`config.mk`:
```
export PLATFORM = sky130hd
export DESIGN_NAME = key_matrix_scanner
export DESIGN_NICKNAME = d
export VERILOG_FILES = /design/src/rtl/kms_pkg.sv /design/src/rtl/kms_sequencer.sv /design/src/rtl/kms_capture.sv /design/src/rtl/kms_readout.sv /design/src/rtl/key_matrix_scanner.sv
export SDC_FILE = /design/constraint.sdc
export NUM_CORES = 1
export LEC_CHECK = 0
export ABC_AREA = 0
export CAP_MARGIN = 20
export CORE_MARGIN = 4
export CORE_UTILIZATION = 47
export CTS_CLUSTER_SIZE = 24
export DETAILED_ROUTE_END_ITERATION = 8
export GPL_TIMING_DRIVEN = 1
export PLACE_DENSITY = 0.66
export SLEW_MARGIN = 15
export SYNTH_ARGS = -nofsm -noshare
export SYNTH_HDL_FRONTEND = slang
export SYNTH_SLANG_ARGS = --single-unit
```
`constraint.sdc`:
```
create_clock -name clk -period 3.79 [get_ports clk]
set_input_delay 0.379 -clock clk [delete_from_list [all_inputs] [get_ports clk]]
set_output_delay 0.379 -clock clk [all_outputs]
set_load 0.01 [all_outputs]
```
`src/rtl/kms_pkg.sv`:
```
package kms_pkg;
  // Read session state.
  typedef enum logic {
    RD_IDLE = 1'b0,
    RD_OPEN = 1'b1
  } rd_state_e;

  localparam int unsigned KMS_DEF_SRC  = 12;
  localparam int unsigned KMS_DEF_RET  = 4;
  localparam int unsigned KMS_DEF_HOLD = 4;
endpackage

```
`src/rtl/kms_sequencer.sv`:
```
// Walks the source lines in ascending order. Both counters advance only
// while the scan slot is high.
module kms_sequencer #(
  parameter int unsigned N_SRC  = 12,
  parameter int unsigned HOLD   = 4,
  parameter int unsigned LINE_W = 4,
  parameter int unsigned HOLD_W = 2
) (
  input  logic              clk,
  input  logic              rst_n,
  input  logic              slot_i,
  output logic [LINE_W-1:0] line_o,
  output logic              sample_o,
  output logic              scan_end_o
);
  logic [LINE_W-1:0] line_q;
  logic [HOLD_W-1:0] hold_q;
  logic              last_hold;
  logic              last_line;

  assign last_hold  = (hold_q == HOLD_W'(HOLD - 1));
  assign last_line  = (line_q == LINE_W'(N_SRC - 1));
  assign sample_o   = slot_i && last_hold;
  assign scan_end_o = sample_o && last_line;
  assign line_o     = line_q;

  always_ff @(posedge clk or negedge rst_n) begin
    if (!rst_n) begin
      line_q <= '0;
      hold_q <= '0;
    end else if (slot_i) begin
      if (last_hold) begin
        hold_q <= '0;
        line_q <= last_line ? '0 : line_q + 1'b1;
      end else begin
        hold_q <= hold_q + 1'b1;
      end
    end
  end
endmodule

```
`src/rtl/kms_capture.sv`:
```
// Shadow store for the scan in progress. The key memory takes a complete
// pass only at the end of a scan, and only when no read session holds it.
module kms_capture #(
  parameter int unsigned N_SRC  = 12,
  parameter int unsigned N_RET  = 4,
  parameter int unsigned LINE_W = 4,
  parameter int unsigned MEM_W  = 48
) (
  input  logic              clk,
  input  logic              rst_n,
  input  logic              sample_i,
  input  logic              scan_end_i,
  input  logic [LINE_W-1:0] line_i,
  input  logic [N_RET-1:0]  key_i,
  input  logic              freeze_i,
  output logic [MEM_W-1:0]  mem_o,
  output logic              commit_o
);
  logic [MEM_W-1:0] shadow_q;
  logic [MEM_W-1:0] shadow_nx;
  logic [MEM_W-1:0] mem_q;

  for (genvar g = 0; g < N_SRC; g++) begin : g_line
    logic hit;
    assign hit = sample_i && (line_i == LINE_W'(g));
    assign shadow_nx[g*N_RET +: N_RET] = hit ? key_i : shadow_q[g*N_RET +: N_RET];
  end

  assign commit_o = scan_end_i && !freeze_i;
  assign mem_o    = mem_q;

  always_ff @(posedge clk or negedge rst_n) begin
    if (!rst_n) begin
      shadow_q <= '0;
      mem_q    <= '0;
    end else begin
      shadow_q <= shadow_nx;
      if (commit_o) mem_q <= shadow_nx;
    end
  end
endmodule

```
`src/rtl/kms_readout.sv`:
```
// Byte readout with read-session tracking.
module kms_readout
  import kms_pkg::*;
#(
  parameter int unsigned N_RET   = 4,
  parameter int unsigned N_BYTES = 6,
  parameter int unsigned IDX_W   = 3,
  parameter int unsigned MEM_W   = 48
) (
  input  logic               clk,
  input  logic               rst_n,
  input  logic               rd_req_i,
  input  logic [IDX_W-1:0]   rd_idx_i,
  input  logic [MEM_W-1:0]   mem_i,
  output logic [2*N_RET-1:0] rd_byte_o,
  output logic               rd_valid_o,
  output logic               busy_o,
  output logic               freeze_o
);
  localparam int unsigned BYTE_W = 2 * N_RET;

  // Byte b covers lines 2b and 2b+1 (0-based); the lower line sits in the low nibble.
  function automatic logic [BYTE_W-1:0] pick_byte(input logic [MEM_W-1:0] m,
                                                  input logic [IDX_W-1:0] i);
    pick_byte = '0;
    for (int b = 0; b < int'(N_BYTES); b++)
      if (int'(i) == b) pick_byte = m[b*BYTE_W +: BYTE_W];
  endfunction

  rd_state_e st_q;
  logic      open_req;
  logic      close_req;

  assign open_req  = rd_req_i && (int'(rd_idx_i) == 0);
  assign close_req = rd_req_i && (int'(rd_idx_i) == int'(N_BYTES) - 1);
  assign busy_o    = (st_q == RD_OPEN);
  assign freeze_o  = busy_o || open_req;

  always_ff @(posedge clk or negedge rst_n) begin
    if (!rst_n) begin
      st_q       <= RD_IDLE;
      rd_byte_o  <= '0;
      rd_valid_o <= 1'b0;
    end else begin
      if (close_req)     st_q <= RD_IDLE;
      else if (open_req) st_q <= RD_OPEN;
      rd_valid_o <= rd_req_i;
      if (rd_req_i) rd_byte_o <= pick_byte(mem_i, rd_idx_i);
    end
  end
endmodule

```
`src/rtl/key_matrix_scanner.sv`:
```
module key_matrix_scanner
  import kms_pkg::*;
#(
  parameter int unsigned N_SRC = KMS_DEF_SRC,
  parameter int unsigned N_RET = KMS_DEF_RET,
  parameter int unsigned HOLD  = KMS_DEF_HOLD
) (
  input  logic                          clk,
  input  logic                          rst_n,
  input  logic                          scan_slot_i,
  input  logic [N_RET-1:0]              key_i,
  input  logic                          rd_req_i,
  input  logic [$clog2(N_SRC/2)-1:0]    rd_idx_i,
  output logic [N_SRC-1:0]              src_drive_o,
  output logic [2*N_RET-1:0]            rd_byte_o,
  output logic                          rd_valid_o
);
  localparam int unsigned LINE_W  = $clog2(N_SRC);
  localparam int unsigned HOLD_W  = (HOLD > 1) ? $clog2(HOLD) : 1;
  localparam int unsigned N_BYTES = N_SRC / 2;
  localparam int unsigned IDX_W   = $clog2(N_BYTES);
  localparam int unsigned MEM_W   = N_SRC * N_RET;

  function automatic logic [N_SRC-1:0] line_onehot(input logic [LINE_W-1:0] l);
    for (int k = 0; k < int'(N_SRC); k++) line_onehot[k] = (int'(l) == k);
  endfunction

  // Internal events, named for the checker.
  logic [LINE_W-1:0] line_w;
  logic              sample_w;
  logic              scan_end_w;
  logic              commit_w;
  logic              freeze_w;
  logic              read_busy_w;
  logic [MEM_W-1:0]  key_mem_w;

  kms_sequencer #(
    .N_SRC(N_SRC), .HOLD(HOLD), .LINE_W(LINE_W), .HOLD_W(HOLD_W)
  ) u_seq (
    .clk(clk), .rst_n(rst_n), .slot_i(scan_slot_i),
    .line_o(line_w), .sample_o(sample_w), .scan_end_o(scan_end_w)
  );

  assign src_drive_o = scan_slot_i ? line_onehot(line_w) : '0;

  kms_capture #(
    .N_SRC(N_SRC), .N_RET(N_RET), .LINE_W(LINE_W), .MEM_W(MEM_W)
  ) u_cap (
    .clk(clk), .rst_n(rst_n), .sample_i(sample_w), .scan_end_i(scan_end_w),
    .line_i(line_w), .key_i(key_i), .freeze_i(freeze_w),
    .mem_o(key_mem_w), .commit_o(commit_w)
  );

  kms_readout #(
    .N_RET(N_RET), .N_BYTES(N_BYTES), .IDX_W(IDX_W), .MEM_W(MEM_W)
  ) u_rd (
    .clk(clk), .rst_n(rst_n), .rd_req_i(rd_req_i), .rd_idx_i(rd_idx_i),
    .mem_i(key_mem_w), .rd_byte_o(rd_byte_o), .rd_valid_o(rd_valid_o),
    .busy_o(read_busy_w), .freeze_o(freeze_w)
  );
endmodule

```
[Yosys cells after proc, flatten, opt, wreduce, memory -nomap -nowiden]
Cells that the tools add are included.
Storage, ports and cells
  flip-flop bits (word level): 112
  logic and storage cells: 83
  output and inout bits: 21
  input bits: 11
Cells by class
  muxes and demuxes: 23
  reductions and logical operators: 23
  add/subtract/negate cells: 2
  equal/unequal tests: 28
Operators with widths (number)
  4-bit two-way mux: 13
  4-bit == test (second input constant): 12
  8-bit two-way mux: 6
  4-bit by 3-bit == test with 1-bit output (second input constant): 6
  1-bit logical AND: 16
  3-bit == test (second input constant): 4
  4-bit by 2-bit == test with 1-bit output (second input constant): 3
  12-bit two-way mux: 1
  4-bit logical NOT: 2
  4-bit by 1-bit adder with 4-bit output (second input constant): 1
  4-bit by 1-bit == test with 1-bit output (second input constant): 1
  3-bit by 2-bit == test with 1-bit output (second input constant): 1
  3-bit logical NOT: 1
  2-bit by 1-bit adder with 2-bit output (second input constant): 1
  2-bit == test (second input constant): 1
  1-bit two-way mux: 2
  2-bit two-way mux: 1
  2-bit AND reduction: 1
  2-bit nonzero test: 1
  1-bit logical NOT: 1
  1-bit logical OR: 1

[Logic depth before layout (Yosys ltp)]
  depth in word-level cells: 7
  depth in mapped cells: 6
  mapped depth without buffers: 6

[Modules after synthesis]
Synthesis repeated with hierarchy kept, for this count alone.
Second synthesis, totals
  cell total of the unflattened synthesis: 533
  area, all modules: 5138.7 µm²
Modules (own cells, without submodules)
  kms_capture: sequential area each 2402.3 µm², times used 1, cells an instance 392, area an instance 3950.0 µm²
  kms_readout: sequential area each 250.2 µm², times used 1, cells an instance 94, area an instance 790.8 µm²
  kms_sequencer: sequential area each 150.1 µm², times used 1, cells an instance 29, area an instance 304.0 µm²
  key_matrix_scanner: sequential area each 0.0 µm², times used 1, cells an instance 18, area an instance 93.8 µm²

[Worst setup path before layout]
OpenSTA, ideal clock, no wires.
  kind: flip-flop to flip-flop
  start: reg u_seq.line_q[0], in the netlist u_seq.line_o[0]
  end: reg u_cap.mem_q[44], in the netlist u_cap.mem_o[44]
  arrival: 1.786 ns
  setup time: 0.128 ns
  stages on the path, launching flop included: 7
  path buffers: 2
  setup slack: 1.876 ns
  data required time: 3.662 ns
  clock period less this slack: 1.914 ns
  path through: dfrtp_1 > ha_1 > nand3_2 > a2111oi_4 > buf_6 > buf_6 > mux2_1
On the way
  cells in the longest elaborated chain, start to end: 3
  elaborated cells between the ends (all ways): 4
  classes of those cells: 1 x eq/ne; 1 x mux; 2 x reduce/logical
Ends and longest elaborated chain
  start: declaration: line kms_sequencer.sv:16  | logic [LINE_W-1:0] line_q;
  start signal: assignment: line kms_sequencer.sv:34  | line_q <= last_line ? '0 : line_q + 1'b1;
  4-bit == test (*): line kms_sequencer.sv:22, kms_capture.sv:25
  1-bit logical AND (*): line kms_sequencer.sv:24, kms_capture.sv:25
  4-bit two-way mux or 1-bit logical AND (tied branches): line kms_capture.sv:26, kms_capture.sv:29
  end signal: assignment: line kms_capture.sv:38  | if (commit_o) mem_q <= shadow_nx;
  end: declaration: line kms_capture.sv:21  | logic [MEM_W-1:0] mem_q;
Every way passes the cells marked *; elsewhere a longest branch is shown, timed or not.
A chain may end at the register's enable or synchronous reset.

[Worst setup path in the final report]
  start: in scan_slot_i
  end: out src_drive_o[1]
On the way
  cells in the longest elaborated chain, start to end: 1
Ends and longest elaborated chain
  start: declaration: line key_matrix_scanner.sv:10  | input logic scan_slot_i,
  12-bit two-way mux: line key_matrix_scanner.sv:44  | assign src_drive_o = scan_slot_i ? line_onehot(line_w) : '0;
  end: declaration: line key_matrix_scanner.sv:14  | output logic [N_SRC-1:0] src_drive_o,
No other way between the ends.

==> flow_summary.ini <==
[setup_path]
crit_path_start = scan_slot_i
crit_chain = clkdlybuf4s50_1 > nor3b_1 > and2_1 > clkdlybuf4s50_1
critPathKind = in -> out
worstPathArrival_ps = 2270
worst_path_most_repeated_cell = clkdlybuf4s50_1
endpoint_kind = output port
cpPeakStageDelay_ps = 780
required_ps = 3410
start_kind = input pin
rr_worst_depth = 5
path_delay_family = buffers and inverters
r2r-start = u_seq.line_o[0]$_DFFE_PN0P_
critPathBufInv = 2
cp_max_fo = 17
cp_slowest_cell = clkdlybuf4s50_1
rrSetupSlack_ps = 1490
r2r-end = u_cap.mem_o[30]$_DFFE_PN0P_

[clocking]
root_buffer = clkbuf_8
cts_setup_buffers = 0
cts.sinks = 108
clkTransAtPathRegs_ps = 100
clock_latency_ps = 360
cts_buffers = 9
cts_tree = yes
hold_buffers = 0
cts_resized = 0
clk_path_buf_depth = 2
htree_levels = 3

[yosys]
synth_area_leader_cell = dfrtp_1
yosys_warnings = 0
yosysMostFrequentCell = dfrtp_1
synth.distinct_cells = 37
yosysSeqAreaShare_pct = 56.63
synth_edf_count = 0
syn-num-nets = 368
synth_area_per_cell_um2 = 13.56
yosys.area.top_type_share_pct = 56.63
synth-async-reset-ratio_pct = 100.0
synth_area_um2 = 4772
synthCells = 352
synth-seq-cells = 108
ys.flop_type = dfrtp_1
synthTopCellsByCount = dfrtp_1, mux2_2, mux2_1
synth.top_cells.by_area = dfrtp_1, mux2_2, mux2_1, mux2i_1, o22a_1

[layout]
layout.nets = 396
drive_above_1_share_pct = 27.79
instances_no_fill = 518
multi_input_area_um2 = 1931
final-seq-area_um2 = 2703
antenna_cells = 0
area_growth_pct = 12.85
fill_cells = 850

[timing]
fin_tns_setup_ps = 0
slew_headroom_pct = 55.40
max_freq_ghz = 0.3776
worst_slew_pin_slew_ps = 666.9
timing.final.crit_share_pct = 69.87
skew_ps = 10.81
period_needed_ps = 2648
setup_violations = 0
slew_viol_final = 0
rsz0062_at_grt = false
hold_violations = 0

[power]
p_int_mw = 1.964
p_leak_nw = 2.570
powerDensity_nw_per_um2 = 501.2
switching_share_pct = 27.22
p_sw_mw = 0.7346
p_comb_share_pct = 20.3
p_seq_share_pct = 53.3
vdd_drop_max_mv = 0.2291
clkPwrFrac_pct = 26.5

[job]
maxCapViolations = 0

[floorplan]
num_rows = 36
dieArea_um2 = 11830
fp.dieH_um = 108.8
io_pins = 32
initial_core_util_pct = 48.60
die_w_um = 108.8
core-area_um2 = 9819

[detailed_routing]
drtIter0Drc = 121
wl_um = 9474
ant_nets = 0
drc = 0
wl_per_cell_um = 18.29
dr.pass1.iters = 4
vias = 2803
viasPerCell = 5.411

[global_route]
grt_pass1_wl_um = 15480
grt.overflow.total = 0
antenna_found_initial = 0
grt_pass1_vias = 2879
grt_max_degree = 49
groute.usage.overall_pct = 17.49

[min_path]
hold_class = in -> async

[placed_design]
placedCellCount = 502
globalplace.congestion = 0.8080
dpl.hpwl_um = 6561
portBuffers = 31

[outcome]
outcome = finished clean
==> layout by cell type (no fill, tap or decap), types with 6 or more instances in the layout <==
master	instances
and3_1	7
dfrtp_1	108
o22ai_1	6
mux2_2	77
nand2b_1	7
mux2i_1	9
clkdlybuf4s50_1	30
o22a_1	9
mux2_1	17
nor2b_1	9
inv_1	6
nor2_1	16
buf_4	7
nand2_1	9
clkbuf_8	10
==> registers in the layout, summed over array words and instances, names as in the netlist <==
name,flops
u_cap.mem_o,48
u_cap.shadow_q,44
u_rd.busy_o,1
u_rd.rd_byte_o,8
u_rd.rd_valid_o,1
u_seq.hold_q,2
u_seq.line_o,4
==> worst max path at each step <==
stage                     cells past startpoint                          end  slack [ps]
final                                         4               src_drive_o[1]        1140
after global routing                          4               src_drive_o[1]        1040
after CTS                                     4               src_drive_o[1]        1150
after detailed placement                      5  u_cap.mem_o[41]$_DFFE_PN0P_         970
after global placement                        5  u_cap.mem_o[18]$_DFFE_PN0P_        1020
after floorplan                               6  u_cap.mem_o[44]$_DFFE_PN0P_        1880
==> layout make-up <==
cell class / instances / area share [%]
timing repair buffer: 37 / 6.552
inverter: 6 / 0.4182
clock buffer: 10 / 2.556
multi-input combinational: 218 / 35.85
sequential: 108 / 50.19
clock inverter: 6 / 1.348
tap: 133 / 3.090
==> worst reg2reg max path, delay by kind of cell (launching register included) <==
family                   cells  cell delay (ps)
multiplexers                 1              420
flip-flops                   1              450
buffers and inverters        1              500
AND/OR/NAND/NOR              1              160
AO/OA/AOI/OAI                1              380
adder cells (fa/ha/maj)      1              290
==> power by group through the flow <==
stage                     clock network (mW)  registers, mW  logic (mW)
after floorplan                            0           1.43       0.398
after global placement                     0           1.45       0.539
after detailed placement                   0           1.46       0.555
after CTS                              0.738           1.44       0.558
after global routing                   0.778           1.46       0.617
final                                  0.714           1.44       0.547
==> per-stage QoR <==
| step | area (µm²) | setup WS [ps] | power [mW] | hold slack, ps | utilization, % |
|---|---|---|---|---|---|
| 3_3_place_gp | 5175 | 1021 | 1.993 | 428.2 | 52.70 |
| 3_5_place_dp | 5175 | 973.4 | 2.019 | 423.3 | 52.70 |
| 6_report | 5385 | 1142 | 2.699 | 10.78 | 54.84 |
| 5_1_grt | 5385 | 1037 | 2.860 | 44.45 | 54.84 |
| 2_1_floorplan | 4772 | 1876 | 1.827 | 83.41 | - |
| 4_1_cts | 5385 | 1148 | 2.735 | 21.23 | 54.84 |
==> routing by layer <==
metal / part of all wire, % / up-vias / routed length, µm / global-route usage [%]
met1: 47 / 1431 / 4475 / 24.10
li1: - / 1314 / - / -
met2: 48 / 46 / 4511 / 27.89
met3: 3.2 / 12 / 301 / 2.605
met5: 0 / - / 0 / 0
met4: 1.9 / 0 / 184 / 7.124
==> cells by family after synthesis <==
kind of cell / after synthesis / synth area share [%]
flip-flops: 108 / 56.63
multiplexers: 106 / 25.01
AND/OR/NAND/NOR: 65 / 7.577
AO/OA/AOI/OAI: 42 / 6.555
buffers and inverters: 26 / 2.910
adder cells (fa/ha/maj): 5 / 1.311
Note: power is estimated with default switching activity, not from simulation.
